## config.mk

```make
export PLATFORM = sky130hd
export DESIGN_NAME = skip_rate_matcher
export DESIGN_NICKNAME = d
export VERILOG_FILES = /design/src/rtl/rm_pkg.sv /design/src/rtl/rm_control.sv /design/src/rtl/rm_datapath.sv /design/src/rtl/skip_rate_matcher.sv
export SDC_FILE = /design/constraint.sdc
export NUM_CORES = 1
export LEC_CHECK = 0
export ABC_AREA = 1
export ABC_CLOCK_PERIOD_IN_PS = 10450
export CAP_MARGIN = 0
export CELL_PAD_IN_SITES_DETAIL_PLACEMENT = 1
export CELL_PAD_IN_SITES_GLOBAL_PLACEMENT = 2
export CORE_UTILIZATION = 44
export DETAILED_ROUTE_END_ITERATION = 6
export HOLD_SLACK_MARGIN = 0.1
export PLACE_DENSITY = 0.84
export REMOVE_ABC_BUFFERS = 1
export SLEW_MARGIN = 20
export SYNTH_ARGS = -nofsm -noshare
export SYNTH_HDL_FRONTEND = slang
export SYNTH_SLANG_ARGS = --single-unit
```

## constraint.sdc

```tcl
create_clock -name clk -period 10.45 [get_ports clk]
set_input_delay 1.5675 -clock clk [delete_from_list [all_inputs] [get_ports clk]]
set_output_delay 1.5675 -clock clk [all_outputs]
set_load 0.05 [all_outputs]
```

## src/rtl/rm_pkg.sv

```systemverilog
package rm_pkg;

  localparam int SYM_W = 10;

  // K28.0 in both running-disparity forms
  localparam logic [SYM_W-1:0] SKIP_NEG = 10'b0011110100;
  localparam logic [SYM_W-1:0] SKIP_POS = 10'b1100001011;

  // Strobes issued by the control to the datapath each cycle
  typedef struct packed {
    logic look;  // a column is offered: refresh per-lane skip forms
    logic push;  // store offered column
    logic pop;   // advance read pointer, deliver head
    logic ins;   // deliver an added skip column, head stays
    logic emit;  // a read request is being answered
  } rmCtl_t;

  function automatic logic isSkip(input logic [SYM_W-1:0] sym);
    return (sym == SKIP_NEG) || (sym == SKIP_POS);
  endfunction

endpackage

```

## src/rtl/rm_control.sv

```systemverilog
module rm_control #(
  parameter int DEPTH     = 16,
  parameter int DEL_ABOVE = 9,
  parameter int INS_BELOW = 4
) (
  input  logic           clk,
  input  logic           rstN,
  input  logic           wrEn,
  input  logic           rdEn,
  input  logic           inAllSkip,
  input  logic           headAllSkip,
  output rm_pkg::rmCtl_t ctl,
  output logic           insEvent,
  output logic           delEvent,
  output logic           fault
);

  localparam int OCC_W = $clog2(DEPTH + 1);
  localparam logic [OCC_W-1:0] FULL_LVL = OCC_W'(DEPTH);
  localparam logic [OCC_W-1:0] DEL_TH   = OCC_W'(DEL_ABOVE);
  localparam logic [OCC_W-1:0] INS_TH   = OCC_W'(INS_BELOW);

  logic [OCC_W-1:0] occ;
  logic             isEmpty, isFull;
  logic             drop, addSkip, take, store;
  logic             overflow, underflow;

  assign isEmpty = (occ == '0);
  assign isFull  = (occ == FULL_LVL);

  // write side: drop a whole skip column only when running full
  assign drop  = wrEn && inAllSkip && (occ > DEL_TH);
  assign store = wrEn && !drop && !isFull;
  assign overflow = wrEn && !drop && isFull;

  // read side: repeat only a skip column at the head when running low
  assign addSkip   = rdEn && !isEmpty && (occ < INS_TH) && headAllSkip;
  assign take      = rdEn && !isEmpty && !addSkip;
  assign underflow = rdEn && isEmpty;

  always_comb begin
    ctl      = '0;
    ctl.look = wrEn;
    ctl.push = store;
    ctl.pop  = take;
    ctl.ins  = addSkip;
    ctl.emit = rdEn;
  end

  always_ff @(posedge clk) begin
    if (!rstN) begin
      occ      <= '0;
      insEvent <= 1'b0;
      delEvent <= 1'b0;
      fault    <= 1'b0;
    end else begin
      case ({store, take})
        2'b10:   occ <= occ + OCC_W'(1);
        2'b01:   occ <= occ - OCC_W'(1);
        default: occ <= occ;
      endcase
      insEvent <= addSkip;
      delEvent <= drop;
      if (overflow || underflow) fault <= 1'b1;
    end
  end

  a_r8_single_event: assert property (@(posedge clk) disable iff (!rstN)
    !(insEvent && delEvent));

  a_r9_fault_sticky: assert property (@(posedge clk) disable iff (!rstN)
    fault |=> fault);

  a_r9_occ_in_range: assert property (@(posedge clk) disable iff (!rstN)
    occ <= FULL_LVL);

  a_r3_drop_when_high: assert property (@(posedge clk) disable iff (!rstN)
    delEvent |-> $past(occ) > DEL_TH);

  a_r5_add_when_low: assert property (@(posedge clk) disable iff (!rstN)
    insEvent |-> ($past(occ) < INS_TH) && ($past(occ) != '0));

endmodule

```

## src/rtl/rm_datapath.sv

```systemverilog
module rm_datapath #(
  parameter int LANES = 4,
  parameter int DEPTH = 16
) (
  input  logic                           clk,
  input  logic                           rstN,
  input  logic [LANES*rm_pkg::SYM_W-1:0] wrCol,
  input  rm_pkg::rmCtl_t                 ctl,
  output logic                           inAllSkip,
  output logic                           headAllSkip,
  output logic [LANES*rm_pkg::SYM_W-1:0] rdCol,
  output logic                           rdValid
);

  localparam int SW    = rm_pkg::SYM_W;
  localparam int COL_W = LANES * SW;
  localparam int PTR_W = $clog2(DEPTH);

  logic [COL_W-1:0] store [DEPTH];
  logic [PTR_W-1:0] wrPtr, rdPtr;
  logic [COL_W-1:0] headCol, fillCol;
  logic [LANES-1:0] inSkip, headSkip;
  logic [LANES-1:0][SW-1:0] lastForm;

  assign headCol = store[rdPtr];

  for (genvar l = 0; l < LANES; l++) begin : g_lane
    assign inSkip[l]   = rm_pkg::isSkip(wrCol[l*SW +: SW]);
    assign headSkip[l] = rm_pkg::isSkip(headCol[l*SW +: SW]);
    assign fillCol[l*SW +: SW] = lastForm[l];
  end

  assign inAllSkip   = &inSkip;
  assign headAllSkip = &headSkip;

  // per-lane memory of the K28.0 form last offered on that lane
  always_ff @(posedge clk) begin
    if (!rstN) begin
      for (int l = 0; l < LANES; l++) lastForm[l] <= rm_pkg::SKIP_NEG;
    end else if (ctl.look) begin
      for (int l = 0; l < LANES; l++)
        if (inSkip[l]) lastForm[l] <= wrCol[l*SW +: SW];
    end
  end

  always_ff @(posedge clk) begin
    if (ctl.push) store[wrPtr] <= wrCol;
  end

  always_ff @(posedge clk) begin
    if (!rstN) begin
      wrPtr   <= '0;
      rdPtr   <= '0;
      rdCol   <= '0;
      rdValid <= 1'b0;
    end else begin
      if (ctl.push) wrPtr <= wrPtr + PTR_W'(1);
      if (ctl.pop)  rdPtr <= rdPtr + PTR_W'(1);
      rdValid <= ctl.pop || ctl.ins;
      if (ctl.emit) rdCol <= ctl.pop ? headCol : fillCol;
    end
  end

  a_r5_head_kept: assert property (@(posedge clk) disable iff (!rstN)
    ctl.ins |=> $stable(rdPtr));

  a_r4_push_advances: assert property (@(posedge clk) disable iff (!rstN)
    ctl.push |=> wrPtr == $past(wrPtr) + PTR_W'(1));

  a_r3_drop_no_store: assert property (@(posedge clk) disable iff (!rstN)
    (ctl.look && !ctl.push) |=> $stable(wrPtr));

  a_r10_empty_read_invalid: assert property (@(posedge clk) disable iff (!rstN)
    (ctl.emit && !ctl.pop && !ctl.ins) |=> !rdValid);

  a_r12_valid_needs_request: assert property (@(posedge clk) disable iff (!rstN)
    rdValid |-> $past(ctl.emit));

  a_r12_hold_when_idle: assert property (@(posedge clk) disable iff (!rstN)
    !ctl.emit |=> $stable(rdCol));

endmodule

```

## src/rtl/skip_rate_matcher.sv

```systemverilog
module skip_rate_matcher #(
  parameter int LANES     = 4,
  parameter int DEPTH     = 16,
  parameter int DEL_ABOVE = 9,
  parameter int INS_BELOW = 4
) (
  input  logic                           clk,
  input  logic                           rstN,
  input  logic                           wrEn,
  input  logic [LANES*rm_pkg::SYM_W-1:0] wrCol,
  input  logic                           rdEn,
  output logic [LANES*rm_pkg::SYM_W-1:0] rdCol,
  output logic                           rdValid,
  output logic                           insEvent,
  output logic                           delEvent,
  output logic                           fault
);

  rm_pkg::rmCtl_t ctl;
  logic           inAllSkip, headAllSkip;

  rm_control #(
    .DEPTH     (DEPTH),
    .DEL_ABOVE (DEL_ABOVE),
    .INS_BELOW (INS_BELOW)
  ) u_ctrl (
    .clk         (clk),
    .rstN        (rstN),
    .wrEn        (wrEn),
    .rdEn        (rdEn),
    .inAllSkip   (inAllSkip),
    .headAllSkip (headAllSkip),
    .ctl         (ctl),
    .insEvent    (insEvent),
    .delEvent    (delEvent),
    .fault       (fault)
  );

  rm_datapath #(
    .LANES (LANES),
    .DEPTH (DEPTH)
  ) u_data (
    .clk         (clk),
    .rstN        (rstN),
    .wrCol       (wrCol),
    .ctl         (ctl),
    .inAllSkip   (inAllSkip),
    .headAllSkip (headAllSkip),
    .rdCol       (rdCol),
    .rdValid     (rdValid)
  );

  a_r8_no_add_on_drop: assert property (@(posedge clk) disable iff (!rstN)
    insEvent |-> rdValid);

endmodule

```

==> results.txt <==
The headroom to the max-slew limit is 20.9%. The cell occurring most often along the worst timing path is sky130_fd_sc_hd__nand2_1. The final layout contains routed wiring with a total length of 97400 microns. Yosys printed 0 warnings.

The detailed-placement wirelength estimate came out at 53900 microns. The number of hold violations in the final report is 0. The first-pass iteration count of the detailed router is 5.

The count of state elements after synthesis is 741. Counting I/O delays and the setup requirement, the final critical path takes 6.77 ns. The die covers 71300 sq um. The largest individual stage delay along the critical path comes from the cell sky130_fd_sc_hd__buf_4.

The power per unit of standard cell area came out at 239 nW/um^2. The width of the die came out at 267 microns. The actual slew at the worst max-slew pin came out at 1.18 ns. In this run the tool buffered the top-level ports with 87 buffer cells. The total routing usage reported by global routing came out at 27.8%.

The quantity of hold-fixing buffers added after cts came out at 0. Of all nets on the critical path, the largest fanout is 115. The number of nets with antenna violations after detailed routing is 0. The number of buffers inserted during clock tree synthesis came out at 80. Setup repair after global routing left no endpoint under its margin. The worst setup path is launched from a flop. The maximum clock skew at final layout came out at 0.0378 ns.

The initial cell density of the core came out at 44.7%. In the post-synthesis netlist, the biggest area contributors are sky130_fd_sc_hd__edfxtp_1, sky130_fd_sc_hd__nand2_1, sky130_fd_sc_hd__dfxtp_1. Clock tree synthesis selected as its root buffer the cell sky130_fd_sc_hd__clkbuf_16. The remaining global-route overflow is 0. The dominant synthesized flop cell is sky130_fd_sc_hd__edfxtp_1. Summing all multi-input logic gate instances after layout gives 7980 sq um. The synthesized netlist occupies a cell area of 30900 sq um. The number of global-route vias before repair is 22800. Detailed routing inserted a total of 22100 vias. The post-CTS clock slew at the launch and capture registers of the worst setup and hold paths came out at 0.06 ns.

The H-tree was split into 3 levels. The core utilization of the finished layout is 50.8%. The share of the Yosys chip area taken by registers is 68.7%. The maximum number of pins on one net before global-route repair is 232.

TritonCTS built the clock tree. The highest achievable clock rate is 148 MHz. Synthesis produced a netlist whose cell count is 2961. The worst slack on hold paths came out at 0.456 ns. The post-synthesis async set-or-reset flop share is 0%. The number of max-slew violations in the final report came out at 0. The routed length per instance is 24.3 microns.

The first global-routing pass estimated 145000 microns of wire. The cell type with the largest total area after synthesis is sky130_fd_sc_hd__edfxtp_1. The total number of clock tree sinks came out at 741. Across the run, the number of max-cap violations was 0. The period utilization came out at 64.8%. For this design the static power due to leakage is 13.4 nW. The placement row count came out at 96. The run finished with clean final reports. The placeable core area is 69100 sq um. The vias per cell came out at 5.53. The maximum clock path buffer count came out at 3. The top-area cell type share of the netlist area is 62.2%. The layout filler cell count is 7445. The number of distinct library cells after synthesis came out at 37. The leading cell type by number of instances after synthesis is sky130_fd_sc_hd__nand2_1. In the final layout, the share of cells above drive strength 1 is 5.76%. After synthesis, the mean cell area works out to 10.4 sq um. The vertical die dimension is 267 microns. Clock latency on the worst-skew pair, taken at its later pin, is 0.64 ns. The post-synthesis to final-layout area growth came out at 13.5%. The number of flops mapped to enable cells by yosys came out at 640.

Setup violations remaining at the end of the flow were counted as 0. The number of ports placed on the die boundary came out at 88. The placer's final routability congestion estimate came out at 0.836. The combined flip-flop and latch cell area is 21300 sq um.

The type of the most critical hold path is reg -> reg. STA classifies the critical path endpoint as a flop. Across the VDD grid, the largest voltage drop is 0.000150 V. Data on the critical path is required at its endpoint by 10.98 ns. The net count of the finished layout is 3061. Together, buffers and inverters on the worst path number 7. The number of gates resized after CTS came out at 0. The critical path is of the reg -> reg type. In this design, the largest share of critical-path delay is due to simple AND/OR/NAND/NOR gates. In this run the post-CTS setup repair buffer count came out at 0. The largest single stage delay on the critical path is 0.85 ns. In the routed design, unresolved DRC markers number 0.

Sorting the synthesized cells by how often they occur yields sky130_fd_sc_hd__nand2_1, sky130_fd_sc_hd__edfxtp_1, sky130_fd_sc_hd__nand3_1, sky130_fd_sc_hd__nor2_1, sky130_fd_sc_hd__inv_1. The signal arrival time at the worst endpoint is 7.31 ns. The first routing iteration left 1883 violations. The number of antenna violations at the first check in global routing is 1.
-- logic make-up after synthesis --
family                   synth area share (%)
AO/OA/AOI/OAI                            4.57
buffers and inverters                    5.82
flip-flops                               68.7
XOR/XNOR                                0.113
AND/OR/NAND/NOR                          20.3
adder cells (fa/ha/maj)                 0.429
-- sequential cells by signal (all words and copies together), names as in the netlist, named ones only --
name and cells:
u_ctrl.delEvent 1, u_ctrl.fault 1, u_ctrl.insEvent 1, u_ctrl.occ 5
u_data.fillCol 40, u_data.rdCol 40, u_data.rdPtr 4, u_data.rdValid 1
u_data.store 640, u_data.wrPtr 4
-- cell usage in the layout (no fill, tap or decap), drive strengths merged --
cell and count:
a211oi 2, a21oi 48, a31oi 1, a41oi 1, buf 37, bufinv 2
clkbuf 112, clkdlybuf4s50 86, clkinv 34, clkinvlp 1, dfxtp 101, diode 1
edfxtp 640, fa 1, ha 9, inv 263, nand2 786, nand3 369
nand4 15, nor2 339, nor3 4, nor4 9, o211ai 33, o21ai 159
o221ai 6, o22ai 2, o31ai 2, o32ai 2, or2 1, or3 1
or4 2, xnor2 3, xor2 1
-- stage by stage --
stage,power [mW],setup WS [ns],instance area [sq um],cells,setup TNS [ns]
after CTS,8.41,3.80,35000,4002,0
after detailed placement,5.69,3.82,32600,3855,0
final,8.37,3.68,35100,4004,0
after global placement,5.62,3.98,32500,3854,0
after floorplan,4.97,-4.11,30100,2802,-164.63
after global routing,8.75,3.07,35100,4004,0
-- worst paths after layout --
check,depth (start not counted),slack (ns),to,from
worst max-delay path,28,3.68,u_ctrl.occ[4],flop
worst min-delay path,2,0.46,u_data.fillCol[31],u_data.fillCol[31]
worst min register to register,2,0.46,u_data.fillCol[31],u_data.fillCol[31]
worst max register to register,28,3.68,u_ctrl.occ[4],flop
-- where the power goes --
part	internal [mW]	switching (mW)	total, mW
Combinational	0.604	1.62	2.22
Clock	1.56	1.17	2.73
Sequential	3.33	0.0830	3.41
-- layer usage --
metal / global-route usage (%) / part of all wire [%]
met2: 46.8 / 49
met1: 37.3 / 44
met5: 0 / 0
met4: 8.01 / 2.9
met3: 4.00 / 4.9
-- layout make-up --
| type | instances | area share, % |
|---|---|---|
| multi-input cells | 1796 | 22.7 |
| clock inverters | 35 | 0.624 |
| inverters | 265 | 2.87 |
| repair buffers | 123 | 3.39 |
| well taps | 931 | 3.32 |
| flip-flops and latches | 741 | 60.6 |
| clock buffers | 112 | 6.46 |
| diodes | 1 | 0.00713 |
-- tightest hold or removal path, cell delays in order, from the launching register on --
cell                      delay (ns)
sky130_fd_sc_hd__dfxtp_1        0.30
sky130_fd_sc_hd__inv_1          0.06
sky130_fd_sc_hd__a21oi_1        0.05
Note: power is estimated with default switching activity, not from simulation.
